`src/rtl/ata_fe_pkg.sv`:
```
package ata_fe_pkg;
    localparam int TF_W   = 8;
    localparam int ADDR_W = 4;
    localparam int ST_BSY = 7;
    localparam int ST_DRQ = 3;

    typedef enum logic [ADDR_W-1:0] {
        A_DATA  = 4'd0,
        A_FEAT  = 4'd1,
        A_COUNT = 4'd2,
        A_LBA0  = 4'd3,
        A_LBA1  = 4'd4,
        A_LBA2  = 4'd5,
        A_DEV   = 4'd6,
        A_CMD   = 4'd7,
        A_ALT   = 4'd8
    } reg_addr_e;

    typedef struct packed {
        logic [TF_W-1:0] feature;
        logic [TF_W-1:0] count;
        logic [TF_W-1:0] lba0;
        logic [TF_W-1:0] lba1;
        logic [TF_W-1:0] lba2;
        logic [TF_W-1:0] device;
        logic [TF_W-1:0] devctl;
    } taskfile_t;
endpackage

```
`src/rtl/ata_tf_regs.sv`:
```
module ata_tf_regs
    import ata_fe_pkg::*;
(
    input  logic              clk,
    input  logic              rst_n,
    input  logic              wr_en,
    input  logic [ADDR_W-1:0] addr,
    input  logic [TF_W-1:0]   wbyte,
    input  logic              writable,
    output taskfile_t         tf,
    output logic              issue,
    output logic [TF_W-1:0]   code
);
    typedef struct packed {
        taskfile_t       tf;
        logic            issue;
        logic [TF_W-1:0] code;
    } st_t;

    st_t st_d, st_q;

    always_comb begin
        st_d       = st_q;
        st_d.issue = 1'b0;
        if (wr_en) begin
            if (addr == A_ALT) begin
                st_d.tf.devctl = wbyte;
            end else if (writable) begin
                case (addr)
                    A_FEAT:  st_d.tf.feature = wbyte;
                    A_COUNT: st_d.tf.count   = wbyte;
                    A_LBA0:  st_d.tf.lba0    = wbyte;
                    A_LBA1:  st_d.tf.lba1    = wbyte;
                    A_LBA2:  st_d.tf.lba2    = wbyte;
                    A_DEV:   st_d.tf.device  = wbyte;
                    A_CMD: begin
                        st_d.issue = 1'b1;
                        st_d.code  = wbyte;
                    end
                    default: ;
                endcase
            end
        end
    end

    always_ff @(posedge clk) begin
        if (!rst_n) st_q <= '0;
        else        st_q <= st_d;
    end

    assign tf    = st_q.tf;
    assign issue = st_q.issue;
    assign code  = st_q.code;

    AST_GATED_HOLD: assert property (@(posedge clk) disable iff (!rst_n)
        (wr_en && !writable && addr != A_ALT) |=>
        ($stable({tf.feature, tf.count, tf.lba0, tf.lba1, tf.lba2, tf.device}) && !issue));
    AST_ISSUE_CODE: assert property (@(posedge clk) disable iff (!rst_n)
        (wr_en && writable && addr == A_CMD) |=> (issue && code == $past(wbyte)));
endmodule

```
`src/rtl/ata_irq_ctl.sv`:
```
module ata_irq_ctl (
    input  logic clk,
    input  logic rst_n,
    input  logic set,
    input  logic clr,
    output logic flag
);
    typedef struct packed {
        logic flag;
    } st_t;

    st_t st_d, st_q;

    always_comb begin
        st_d = st_q;
        if (set)      st_d.flag = 1'b1;
        else if (clr) st_d.flag = 1'b0;
    end

    always_ff @(posedge clk) begin
        if (!rst_n) st_q <= '0;
        else        st_q <= st_d;
    end

    assign flag = st_q.flag;

    AST_SET_WINS: assert property (@(posedge clk) disable iff (!rst_n)
        set |=> flag);
    AST_CLR_DROPS: assert property (@(posedge clk) disable iff (!rst_n)
        (clr && !set) |=> !flag);
    AST_IDLE_HOLDS: assert property (@(posedge clk) disable iff (!rst_n)
        (!clr && !set) |=> $stable(flag));
endmodule

```
`src/rtl/ata_rd_port.sv`:
```
module ata_rd_port
    import ata_fe_pkg::*;
#(
    parameter int BUS_W = 32,
    parameter int PIO_W = 16
) (
    input  logic              clk,
    input  logic              rst_n,
    input  logic              rd_en,
    input  logic [ADDR_W-1:0] addr,
    input  taskfile_t         tf,
    input  logic [TF_W-1:0]   status,
    input  logic [TF_W-1:0]   error,
    input  logic [PIO_W-1:0]  pio_word,
    output logic [BUS_W-1:0]  rdata
);
    typedef struct packed {
        logic [BUS_W-1:0] rdata;
    } st_t;

    st_t st_d, st_q;
    logic [TF_W-1:0] byte_sel;

    always_comb begin
        case (addr)
            A_FEAT:  byte_sel = error;
            A_COUNT: byte_sel = tf.count;
            A_LBA0:  byte_sel = tf.lba0;
            A_LBA1:  byte_sel = tf.lba1;
            A_LBA2:  byte_sel = tf.lba2;
            A_DEV:   byte_sel = tf.device;
            A_CMD:   byte_sel = status;
            A_ALT:   byte_sel = status;
            default: byte_sel = '0;
        endcase
    end

    always_comb begin
        st_d = st_q;
        if (rd_en) begin
            st_d.rdata = '0;
            if (addr == A_DATA) st_d.rdata[PIO_W-1:0] = pio_word;
            else                st_d.rdata[TF_W-1:0]  = byte_sel;
        end
    end

    always_ff @(posedge clk) begin
        if (!rst_n) st_q <= '0;
        else        st_q <= st_d;
    end

    assign rdata = st_q.rdata;

    AST_STATUS_READ: assert property (@(posedge clk) disable iff (!rst_n)
        (rd_en && (addr == A_CMD || addr == A_ALT)) |=> (rdata == BUS_W'($past(status))));
endmodule

```
`src/rtl/ata_pio_pass.sv`:
```
module ata_pio_pass
    import ata_fe_pkg::*;
#(
    parameter int PIO_W = 16
) (
    input  logic              clk,
    input  logic              rst_n,
    input  logic              wr_en,
    input  logic              rd_en,
    input  logic [ADDR_W-1:0] addr,
    input  logic [PIO_W-1:0]  wword,
    output logic              pio_wr,
    output logic              pio_rd,
    output logic [PIO_W-1:0]  pio_wdata
);
    typedef struct packed {
        logic             wr;
        logic             rd;
        logic [PIO_W-1:0] wdata;
    } st_t;

    st_t st_d, st_q;
    logic hit;

    assign hit = (addr == A_DATA);

    always_comb begin
        st_d    = st_q;
        st_d.wr = wr_en && hit;
        st_d.rd = rd_en && hit;
        if (wr_en && hit) st_d.wdata = wword;
    end

    always_ff @(posedge clk) begin
        if (!rst_n) st_q <= '0;
        else        st_q <= st_d;
    end

    assign pio_wr    = st_q.wr;
    assign pio_rd    = st_q.rd;
    assign pio_wdata = st_q.wdata;

    AST_PIO_STROBE: assert property (@(posedge clk) disable iff (!rst_n)
        (!hit || (!wr_en && !rd_en)) |=> (!pio_wr && !pio_rd));
endmodule

```
`src/rtl/ata_regfile_front.sv`:
```
module ata_regfile_front
    import ata_fe_pkg::*;
#(
    parameter int BUS_W = 32,
    parameter int PIO_W = 16
) (
    input  logic              clk,
    input  logic              rst_n,
    input  logic [ADDR_W-1:0] hst_addr,
    input  logic              hst_wr,
    input  logic              hst_rd,
    input  logic [BUS_W-1:0]  hst_wdata,
    output logic [BUS_W-1:0]  hst_rdata,
    input  logic [TF_W-1:0]   be_status,
    input  logic [TF_W-1:0]   be_error,
    input  logic              be_irq_set,
    input  logic [PIO_W-1:0]  be_pio_rdata,
    output logic [TF_W-1:0]   tf_feature,
    output logic [TF_W-1:0]   tf_count,
    output logic [TF_W-1:0]   tf_lba0,
    output logic [TF_W-1:0]   tf_lba1,
    output logic [TF_W-1:0]   tf_lba2,
    output logic [TF_W-1:0]   tf_device,
    output logic [TF_W-1:0]   tf_devctl,
    output logic              cmd_issue,
    output logic [TF_W-1:0]   cmd_code,
    output logic              pio_wr,
    output logic              pio_rd,
    output logic [PIO_W-1:0]  pio_wdata,
    output logic              irq
);
    taskfile_t tf;
    logic      writable;
    logic      irq_clr;
    logic      unused_hi;

    assign writable  = !be_status[ST_BSY] && !be_status[ST_DRQ];
    assign irq_clr   = (hst_rd && hst_addr == A_CMD) ||
                       (hst_wr && hst_addr == A_CMD && writable);
    assign unused_hi = ^hst_wdata[BUS_W-1:PIO_W];

    ata_tf_regs u_tf (
        .clk      (clk),
        .rst_n    (rst_n),
        .wr_en    (hst_wr),
        .addr     (hst_addr),
        .wbyte    (hst_wdata[TF_W-1:0]),
        .writable (writable),
        .tf       (tf),
        .issue    (cmd_issue),
        .code     (cmd_code)
    );

    ata_irq_ctl u_irq (
        .clk   (clk),
        .rst_n (rst_n),
        .set   (be_irq_set),
        .clr   (irq_clr),
        .flag  (irq)
    );

    ata_rd_port #(.BUS_W(BUS_W), .PIO_W(PIO_W)) u_rd (
        .clk      (clk),
        .rst_n    (rst_n),
        .rd_en    (hst_rd),
        .addr     (hst_addr),
        .tf       (tf),
        .status   (be_status),
        .error    (be_error),
        .pio_word (be_pio_rdata),
        .rdata    (hst_rdata)
    );

    ata_pio_pass #(.PIO_W(PIO_W)) u_pio (
        .clk       (clk),
        .rst_n     (rst_n),
        .wr_en     (hst_wr),
        .rd_en     (hst_rd),
        .addr      (hst_addr),
        .wword     (hst_wdata[PIO_W-1:0]),
        .pio_wr    (pio_wr),
        .pio_rd    (pio_rd),
        .pio_wdata (pio_wdata)
    );

    assign tf_feature = tf.feature;
    assign tf_count   = tf.count;
    assign tf_lba0    = tf.lba0;
    assign tf_lba1    = tf.lba1;
    assign tf_lba2    = tf.lba2;
    assign tf_device  = tf.device;
    assign tf_devctl  = tf.devctl;

    AST_REFUSED_CMD: assert property (@(posedge clk) disable iff (!rst_n)
        (hst_wr && hst_addr == A_CMD && !writable && !hst_rd && !be_irq_set) |=>
        (!cmd_issue && $stable(irq)));
    AST_ALT_KEEPS_IRQ: assert property (@(posedge clk) disable iff (!rst_n)
        (irq && hst_rd && hst_addr == A_ALT && !hst_wr) |=> irq);
    AST_DEVCTL_LOAD: assert property (@(posedge clk) disable iff (!rst_n)
        (hst_wr && hst_addr == A_ALT) |=> (tf_devctl == $past(hst_wdata[TF_W-1:0])));
endmodule

```
`config.mk`:
```
export PLATFORM = sky130hd
export DESIGN_NAME = ata_regfile_front
export DESIGN_NICKNAME = d
export VERILOG_FILES = /design/src/rtl/ata_fe_pkg.sv /design/src/rtl/ata_tf_regs.sv /design/src/rtl/ata_irq_ctl.sv /design/src/rtl/ata_rd_port.sv /design/src/rtl/ata_pio_pass.sv /design/src/rtl/ata_regfile_front.sv
export SDC_FILE = /design/constraint.sdc
export NUM_CORES = 1
export LEC_CHECK = 0
export ABC_AREA = 1
export CORE_MARGIN = 2
export CORE_UTILIZATION = 38
export DETAILED_ROUTE_END_ITERATION = 16
export GPL_TIMING_DRIVEN = 0
export PLACE_DENSITY = 0.86
export REMOVE_ABC_BUFFERS = 1
export SLEW_MARGIN = 10
export SYNTH_ARGS = -nofsm -noshare
export SYNTH_HDL_FRONTEND = slang
export SYNTH_SLANG_ARGS = --single-unit
```
`constraint.sdc`:
```
create_clock -name clk -period 1.5 [get_ports clk]
set_clock_uncertainty 0.15 [all_clocks]
set_input_delay 0.3 -clock clk [delete_from_list [all_inputs] [get_ports clk]]
set_output_delay 0.3 -clock clk [all_outputs]
set_load 0.1 [all_outputs]
```
Word level (Yosys, flattened, before mapping)
Cells that the tools add are included.
{ "classes": {"n_reduce_logical": 21, "muxes": 6, "bitwise_logic": 4, "n_eq_ne": 8} }
{ "ops": {"columns": ["operator", "n"], "rows": [
  ["$pmux W8 S7", 1],
  ["$reduce_and A4 Y1", 7],
  ["$eq A4 B3 Y1 const B", 4],
  ["$mux W8", 2],
  ["$mux W9", 1],
  ["$eq A4 B2 Y1 const B", 2],
  ["$logic_and A1 B1 Y1", 6],
  ["$eq A4 B1 Y1 const B", 1],
  ["$eq A4 B4 Y1 const B", 1],
  ["$logic_not A4 Y1", 1],
  ["$not A1 Y1", 4],
  ["$reduce_or A4 Y1", 1],
  ["$logic_not A1 Y1", 2],
  ["$mux W1", 2],
  ["$reduce_and A2 Y1", 1],
  ["$reduce_bool A2 Y1", 1],
  ["$reduce_or A2 Y1", 1],
  ["$logic_or A1 B1 Y1", 1]
]} }
{ "totals": {"wordCells": 53, "regBits": 100, "output_inout_bits": 116, "inputBits": 73} }

Depth between registers and ports, before layout
Gate-level depths: netlist (run 1).
{ "logic_depth": {"depth_word": 6, "depth_mapped": 9, "mapped_depth_nobuf": 8} }

Modules after synthesis
From an unflattened synthesis (run 1), not the netlist that was laid out.
{ "hier_totals": {"cells_unflattened": 784, "hier_area_um2": 5074.9} }
{ "modules_own_cells": {"columns": ["module", "seq_area_each_um2", "cells_each", "instances", "area_each_um2"], "rows": [
  ["ata_tf_regs", 1301.2, 382, 1, 2692.6],
  ["ata_rd_port", 320.3, 243, 1, 1380.1],
  ["ata_pio_pass", 360.3, 144, 1, 917.1],
  ["ata_irq_ctl", 20.0, 6, 1, 43.8],
  ["ata_regfile_front", 0.0, 9, 1, 41.3]
]} }

Worst setup path after synthesis (run 1)
Ideal clock, no wire load.
{ "synth_path": {"kind": "register to register", "start": "register u_tf.st_q (netlist bit u_tf.tf[24])", "end": "register u_rd.st_q (netlist bit u_rd.rdata[0])", "synth_period_minus_slack_ns": 1.638, "slack_ns": -0.138, "setup_time_ns": 0.070, "path_stages_with_launch": 7, "arrival_time_ns": 1.417, "t_required_ns": 1.280, "n_path_buf": 0, "path_cell_list": "dfxtp_1 -> nand3_1 -> nand2_1 -> inv_1 -> nand3_1 -> nand2_1 -> a21oi_1"} }
{ "synth_between": {"elab_chain_cells": 2} }
{ "synth_rtl": {"columns": ["item", "line", "text"], "rows": [
  ["start: declaration", "ata_tf_regs.sv:20", "st_t st_d, st_q;"],
  ["start signal: assignment", "ata_tf_regs.sv:48", "else st_q <= st_d;"],
  ["$pmux W8 S7", "ata_rd_port.sv:25", "case (addr)"],
  ["$mux W8", "ata_rd_port.sv:42", "if (addr == A_DATA) st_d.rdata[PIO_W-1:0] = pio_word;"],
  ["end signal: assignment", "ata_rd_port.sv:49", "else st_q <= st_d;"],
  ["end: declaration", "ata_rd_port.sv:21", "st_t st_d, st_q;"]
]} }
Every way passes these cells.
A chain may end at the register's enable or synchronous reset.

Worst setup path in the final report (run 1)
{ "layout_path": {"start": "register u_tf.st_q (netlist bit u_tf.tf[37])", "end": "output port tf_lba0[5]"} }
{ "layout_lines": {"columns": ["item", "line", "text"], "rows": [
  ["end: declaration", "ata_regfile_front.sv:20", "output logic [TF_W-1:0] tf_lba0,"]
]} }
No word-level cell between the ends.

==> results.cfg, run 1 <==
[clock_tree]
cts_tree = built
clock_latency_ns = 0.36
clkSinkCount = 100
clockBufferDepth = 2
numCtsBuffers = 9
holdBufCountCts = 0
clk_pin_slew_ns = 0.10
cts_root_buffer = clkbuf_8
htree_levels = 3

[worst_setup_path]
cpMaxStageDelayCell = dfxtp_1
crit_fanout = 3
cp_data_arrival_time_ns = 1.03
cp_top_family = flip-flops
crit_buf_inv = 1
start_kind = flip-flop
critPathKind = flip-flop to output pin
cp.required_ns = 1.05
cp_slowest_stage_delay_ns = 0.44
endpoint_kind = output pin
cp_cell_sequence = buf_8

[placement]
dp_hpwl_um = 9110
port_buffers = 156
placed_area_mm2 = 0.00577
place.gp.congestion = 0.869
pre_cts_slack_ns = -1.37

[timing]
setup_tns_ns = 0
slew_violations = 0
fin_crit_ns = 1.48
hold_viol_final = 0
worst_pin_slew_ns = 0.548
setup_viol = 0
min_period_over_period = 0.986
relSlewSlack = 0.633
worst_slack_ns = 0.0216
fmax_mhz = 676

[synthesis]
postSynthCellCount = 573
synth_top_area_frac = 0.474
ys_ff_latch = 100
yosysSeqAreaShare = 0.474
yosysUniqueCellTypes = 21
synth_top_area_cell = dfxtp_1
netlist_area_mm2 = 0.00422
ys_warn_count = 0
synthSimpleGateAreaFrac = 0.286
yosys.area_share.xor_xnor = 0
synthAdderAreaFrac = 0
synthTopCellsByArea = dfxtp_1 (47%), nor2_1 (11%), nand3_1 (8.9%), o21ai_0 (7.7%), nand2_1 (5.5%)
muxShareOfSynthArea = 0
synth_top_family_by_area = simple AND/OR/NAND/NOR gates
syn_avg_cell_area_um2 = 7.36
synth-compound-area-share = 0.149

[flow_run]
maxCapViolations = 0

[final_layout]
drive_gt1_frac = 0.252
most-common-layout-cells = nor2_1 (124), dfxtp_1 (98), nand3_1 (72)
post-route-util = 0.573
syn_to_final_growth_pct = 47.2
multi_input_area_mm2 = 0.00201
fin_area_mm2 = 0.00621
fill_cells = 1049
final_common_cell = nor2_1
finish.net_count = 805
n_antenna_cell = 0
ff_latch_area_mm2 = 0.00200

[die]
core_mm2 = 0.0108
die_area_mm2 = 0.0120
rows = 38
die_y_um = 109
dieWidth_um = 109
io_pins = 189
start_util = 0.389

[pwr]
ir_drop_mv = 0.467
power.static_leakage_uw = 0.00268
total_power_uw = 5500
powerDensity_mw_per_mm2 = 885

[routing]
wirelength_um = 14000
drc = 0
drtAntennaViolNets = 0
vias_per_cell = 5.07
wl_per_cell_um = 15.9
num_vias = 4448
dr.pass1.iters = 5
drt-initial-drc-count = 208

[worst_hold_path]
hold_path.class = input port to flip-flop

[global_routing]
grt_overflow = 0
grt_pass1_wl_um = 20600
grt_antenna_before_repair = 1
grt_pass1_vias = 3917
track_usage = 0.225
grt_max_degree = 56

[run_status]
outcome = finished clean
-- kinds of logic after synthesis --
family / after synthesis
buf+inv: 80
compound gates: 114
simple gates: 278
flops: 100
other cells: 1
-- synthesized netlist by cell type --
| library cell | instances |
|---|---|
| dfxtp_1 | 100 |
| a21oi_1 | 33 |
| nor3_1 | 1 |
| clkinv_1 | 2 |
| nand3_1 | 75 |
| conb_1 | 1 |
| nand2_1 | 62 |
| buf_2 | 12 |
| a32o_1 | 8 |
| clkbuf_1 | 19 |
| inv_2 | 9 |
| nor2_2 | 2 |
| nor2_4 | 6 |
| nor2_1 | 127 |
| nand4_2 | 1 |
| buf_1 | 1 |
| inv_1 | 21 |
| buf_4 | 16 |
| nand2_2 | 4 |
| a22oi_1 | 8 |
| o21ai_0 | 65 |
-- layout make-up --
class / count / share of cell area
timing repair buffer: 178 / 0.269
clock buffer: 11 / 0.0244
sequential: 100 / 0.323
multi-input combinational: 411 / 0.323
tap: 140 / 0.0282
inverter: 32 / 0.0230
clock inverter: 5 / 0.00967
-- final timing paths --
path	from	endpoint	slack, ns	depth (start not counted)
hold / removal	hst_rd	u_rd.rdata[1]	0.17	3
setup reg to reg	u_tf.tf[37]	u_rd.rdata[5]	0.26	6
hold reg to reg	u_tf.tf[5]	u_tf.tf[5]	0.30	2
setup / recovery	u_tf.tf[37]	tf_lba0[5]	0.02	1
-- per-layer routing --
metal,wire [um],part of all wire,track usage
met5,0,0,0
met3,1200,0.086,0.0539
met2,6680,0.48,0.368
met4,333,0.024,0.0877
met1,5770,0.41,0.287
-- power breakdown --
| group | internal (uW) | switching [uW] | total (uW) |
|---|---|---|---|
| logic | 263 | 709 | 971 |
| registers | 2690 | 20.7 | 2710 |
| clock network | 867 | 953 | 1820 |
| total | 3820 | 1680 | 5500 |
-- flip-flops by register name, indices dropped and copies added, names as in the netlist --
signal	flops
u_tf.tf	56
u_irq.flag	1
u_pio.pio_wdata	16
u_pio.pio_wr	1
u_rd.rdata	16
u_tf.issue	1
u_pio.pio_rd	1
u_tf.code	8
-- through the flow --
step | hold WS, ns | instances
after floorplan | 0.271 | 540
after global placement | 0.281 | 836
after detailed placement | 0.287 | 837
after CTS | 0.181 | 874
after global routing | 0.162 | 877
final | 0.166 | 877
-- worst register-to-register path, cell delays in order, from the launching register on --
cell,delay [ns]
dfxtp_1,0.38
nand3_1,0.10
nand2_1,0.08
nor2_1,0.19
nand3_1,0.10
nand2_1,0.07
a21oi_1,0.06
-- what timing repair did --
action	in CTS	in global routing
setup endpoints to repair	200	125
cloned	2	1
pin swaps	8	5
resized for setup	659	66
buffers inserted	19	2
(Power assumes the default switching activity.)
==> run 2, diff against run 1 <==
CORE_UTILIZATION = 56   (was 38)
DONT_BUFFER_PORTS = 1   (was not set)
PLACE_DENSITY = 0.83   (was 0.86)
TNS_END_PERCENT = 20   (was not set)
==> run 2 against run 1 <==
Compared with the run above:
- the run now ends with negative hold slack left
- utilization is 12 points higher
- sequential power grew 5%
- non-clock buffer count shrank 144
- fmax shrank 0.53%
- worst setup slack worse by 0.0079 ns
- global-route usage is 7.9 points higher
- sequential cell count is the same
- first-iteration DRC count is 82% higher
- register-to-register slack got worse by 0.16 ns
- total power fell by 2.1%
- worst hold slack lost 0.24 ns
- count of clock-buffer cells in the layout down 1
- critical endpoint is now tf_feature[5]
- largest cell class is now flip-flops and latches
==> results.cfg, run 2 (synthesis gave the netlist of run 1 again) <==
[run_status]
outcome = finished with violations
violations = negative hold slack

[timing]
setup_viol = 0
hold_viol_final = 65
whs_ns = -0.0711
worst_slack_ns = 0.0137
rsz0062_at_grt = yes
fin_crit_ns = 1.49
slew_violations = 0
fmax_mhz = 673
min_period_over_period = 0.991
relSlewSlack = 0.478
worst_pin_slew_ns = 0.779

[worst_hold_path]
hold_start = rst_n
whs_path_depth = 2
hold_path.class = input port to flip-flop
holdPathEnd = u_tf.tf[29]

[worst_setup_path]
start_kind = flip-flop
critPathKind = flip-flop to output pin
reg2reg_slack_ns = 0.10
endpoint_kind = output pin
crit_fanout = 2
rr_endpoint = u_rd.rdata[3]
rr_worst_depth = 6
cp_data_arrival_time_ns = 1.04
cp.required_ns = 1.05
rr_startpoint = u_tf.tf[43]

[pwr]
power.static_leakage_uw = 0.00198
powerDensity_mw_per_mm2 = 1070
total_power_uw = 5380
ir_drop_mv = 0.664

[global_routing]
track_usage = 0.304
grt_pass1_vias = 3807
grt_antenna_before_repair = 0
grt_overflow = 0
grt_pass1_wl_um = 19800
grt_max_degree = 75

[final_layout]
n_antenna_cell = 0
multi_input_area_mm2 = 0.00193
most-common-layout-cells = nor2_1 (126), nand3_1 (74), o21ai_0 (65)
finish.net_count = 660
drive_gt1_frac = 0.247
final_common_cell = nor2_1
largest_reg_flops = 56
ff_latch_area_mm2 = 0.00228
fill_cells = 621
syn_to_final_growth_pct = 19.3
post-route-util = 0.690

[placement]
pre_cts_slack_ns = -0.695
dp_hpwl_um = 7890
port_buffers = 0
place.gp.congestion = 0.835

[clock_tree]
clk_pin_slew_ns = 0.09
numCtsBuffers = 9
clkSinkCount = 100
cts_root_buffer = clkbuf_8
cts_tree = built
clock_latency_ns = 0.36
clockBufferDepth = 2
htree_levels = 3

[routing]
wirelength_um = 13000
wl_per_cell_um = 18.8
drt-initial-drc-count = 379
num_vias = 4095
vias_per_cell = 5.93
drtAntennaViolNets = 0
dr.pass1.iters = 5
drc = 0

[die]
io_pins = 189
die_area_mm2 = 0.00824
die_y_um = 90.8
rows = 31
start_util = 0.579
core_mm2 = 0.00729
dieWidth_um = 90.8

[flow_run]
maxCapViolations = 0
-- run 2: cell types whose count changed in the layout (fill, tap and decap cells not counted), sizes merged --
cell	change
buf	-122
bufinv	+2
clkbuf	-4
clkdlybuf4s50	-47
clkinv	-3
dlygate4sd3	+29
dlymetal6s2s	-2
dlymetal6s4s	+1
inv	+1
nand2	-1
-- run 2: final cells by class --
cell class	instances	area share
Timing Repair Buffer	34	0.0661
Clock buffer	10	0.0273
Sequential cell	100	0.453
Tap cell	99	0.0246
Inverter	32	0.0246
Multi-Input combinational cell	410	0.384
Clock inverter	5	0.0199
-- run 2: worst max path at each step --
stage | start | to | slack [ns] | cells past startpoint
global route | hst_addr[0] | u_tf.tf[48] | -0.01 | 7
floorplan | hst_addr[1] | u_pio.pio_wdata[0] | -0.22 | 6
CTS | u_tf.tf[32] | u_rd.rdata[0] | -0.01 | 6
finish | u_tf.tf[53] | tf_feature[5] | 0.01 | 0
global placement | hst_addr[1] | u_pio.pio_wdata[1] | -0.63 | 6
detailed placement | hst_addr[1] | u_pio.pio_wdata[11] | -0.69 | 6
-- run 2: where the power goes --
group	switching, uW	total, uW	internal, uW
sequential	260	2850	2590
combinational	383	500	118
clock	895	2030	1140
-- run 2: metrics by stage --
stage	instance area, um^2	cells	TNS [ns]
floorplan	4020	540	-7.77
global placement	4140	639	-39.89
detailed placement	4140	639	-45.05
CTS	4840	682	-0.0134
global route	5030	690	-0.0265
finish	5030	690	0
-- run 2: per-layer routing --
metal | vias up | global-route usage | part of all wire | routed length (um)
met2 | 254 | 0.517 | 0.50 | 6430
met4 | 0 | 0.144 | 0.038 | 490
met1 | 1899 | 0.355 | 0.36 | 4680
met5 | - | 0 | 0 | 0
li1 | 1895 | - | - | -
met3 | 47 | 0.0826 | 0.11 | 1370
-- run 2: repair_timing --
action,in CTS,in global routing
gates resized for setup,123,46
buffers inserted,0,4
pin swaps,2,1
gates cloned,2,0
hold buffers,26,4
endpoints found under the hold margin,98,78
endpoints found under the setup margin,191,102
==> run 3, diff against run 2 <==
GPL_TIMING_DRIVEN = not set   (was 0)
==> run 3 against run 2 <==
Compared with the run above:
- the flow still finishes with violations (negative hold slack)
- largest cell class unchanged
- critical path type unchanged
- non-clock buffer count up 116
- register-to-register slack better by 0.16 ns
- worst setup slack improved by 0.0031 ns
- global-route usage rose by 3.3 points
- count of clock-buffer cells in the layout decreased by 1
- sequential power decreased by 5%
==> results.cfg, run 3 (synthesis gave the netlist of run 1 again) <==
[placement]
port_buffers = 0
place.gp.congestion = 0.873
pre_cts_slack_ns = -0.0924
placed_area_mm2 = 0.00516
dp.cells = 759
dp_hpwl_um = 9120

[timing]
relSlewSlack = 0.601
setup_viol = 0
worst_pin_slew_ns = 0.598
whs_ns = -0.0694
hold_viol_final = 60
fmax_mhz = 674
fin_crit_ns = 1.48
slew_violations = 0
min_period_over_period = 0.989
worst_slack_ns = 0.0167

[die]
core_mm2 = 0.00729
dieWidth_um = 90.8
io_pins = 189
rows = 31
die_area_mm2 = 0.00824
start_util = 0.579
die_y_um = 90.8

[worst_setup_path]
cp.required_ns = 1.05
crit_buf_inv = 1
critPathKind = flip-flop to output pin
cp_top_family = flip-flops
cpMaxStageDelayCell = dfxtp_1
start_kind = flip-flop
cp_slowest_stage_delay_ns = 0.37
cp.depth = 1
rr_worst_depth = 6
cp_data_arrival_time_ns = 1.03
crit_fanout = 3
endpoint_kind = output pin
cp_cell_sequence = buf_4

[final_layout]
fin_area_mm2 = 0.00571
largest_reg_flops = 56
drive_gt1_frac = 0.224
multi_input_area_mm2 = 0.00190
most-common-layout-cells = nor2_1 (127), dfxtp_1 (100), buf_4 (99)
ff_latch_area_mm2 = 0.00200
finish.net_count = 774
final_cells = 806
fill_cells = 500
syn_to_final_growth_pct = 35.4
final_common_cell = nor2_1

[worst_hold_path]
hold_path.class = input port to flip-flop
whs_path_depth = 2

[routing]
drt-initial-drc-count = 492
wirelength_um = 14300
drc = 0
num_vias = 4539
drtAntennaViolNets = 0
vias_per_cell = 5.63
wl_per_cell_um = 17.8
dr.pass1.iters = 6

[clock_tree]
cts_tree = built
clk_pin_slew_ns = 0.11
clock_latency_ns = 0.35
numCtsBuffers = 9
cts_root_buffer = clkbuf_8
holdBufCountCts = 30
clockBufferDepth = 2
post-cts-setup-buffers = 0
clkSinkCount = 100
htree_levels = 3

[global_routing]
track_usage = 0.337
grt_pass1_vias = 4467
grt_antenna_before_repair = 0
grt_max_degree = 75
grt_pass1_wl_um = 21900
grt_overflow = 0

[pwr]
powerDensity_mw_per_mm2 = 928
ir_drop_mv = 0.640
power.static_leakage_uw = 0.00254

[flow_run]
maxCapViolations = 0

[run_status]
violations = negative hold slack
outcome = finished with violations
run 3: cell types whose count changed in the layout (fill, tap and decap cells not counted), sizes merged:
| cell | previous run | this run |
|---|---|---|
| clkinv | 3 | 6 |
| clkbuf | 10 | 9 |
| bufinv | 3 | 1 |
| buf | 4 | 120 |
| diode | 0 | 1 |
| clkinvlp | 1 | 0 |
| nor2 | 137 | 135 |
| inv | 30 | 32 |
run 3: routing by layer:
layer	track usage	share of wire
met5	0	0
met4	0.235	0.062
met3	0.0935	0.10
met2	0.572	0.49
met1	0.362	0.35
run 3: stage by stage:
stage                     hold slack, ns   util  power (uW)  setup TNS, ns
after floorplan                    0.271      -        3320          -7.77
after global placement             0.273  0.707        3440              0
after detailed placement           0.281  0.707        3450         -0.657
after CTS                        -0.0938  0.777        5300              0
after global routing             -0.0834  0.783        5460      -0.000574
final                            -0.0694  0.784        5300              0
run 3: final timing paths:
kind	start	to	slack (ns)
setup reg to reg	u_tf.tf[44]	u_rd.rdata[4]	0.26
hold reg to reg	u_tf.tf[26]	u_tf.tf[26]	0.38
setup / recovery	u_tf.tf[43]	tf_count[3]	0.02
hold / removal	rst_n	u_tf.tf[31]	-0.07
run 3: where the power goes:
| part | total (uW) | internal, uW | switching (uW) | leakage [uW] |
|---|---|---|---|---|
| registers | 2700 | 2690 | 15.1 | 0.000807 |
| logic | 823 | 181 | 643 | 0.00163 |
| clock network | 1780 | 795 | 986 | 0.000104 |
run 3: final cells by class:
type                    count  share of cell area
flip-flops and latches    100               0.350
multi-input cells         408               0.332
repair buffers            150               0.238
clock buffers               9              0.0217
well taps                  99              0.0217
inverters                  32              0.0210
clock inverters             7              0.0145
diodes                      1            0.000438
run 3: timing repair:
item | in CTS | in global routing
resized for setup | 1 | 12
setup endpoints to repair | 1 | 12
endpoints found under the hold margin | 98 | 69
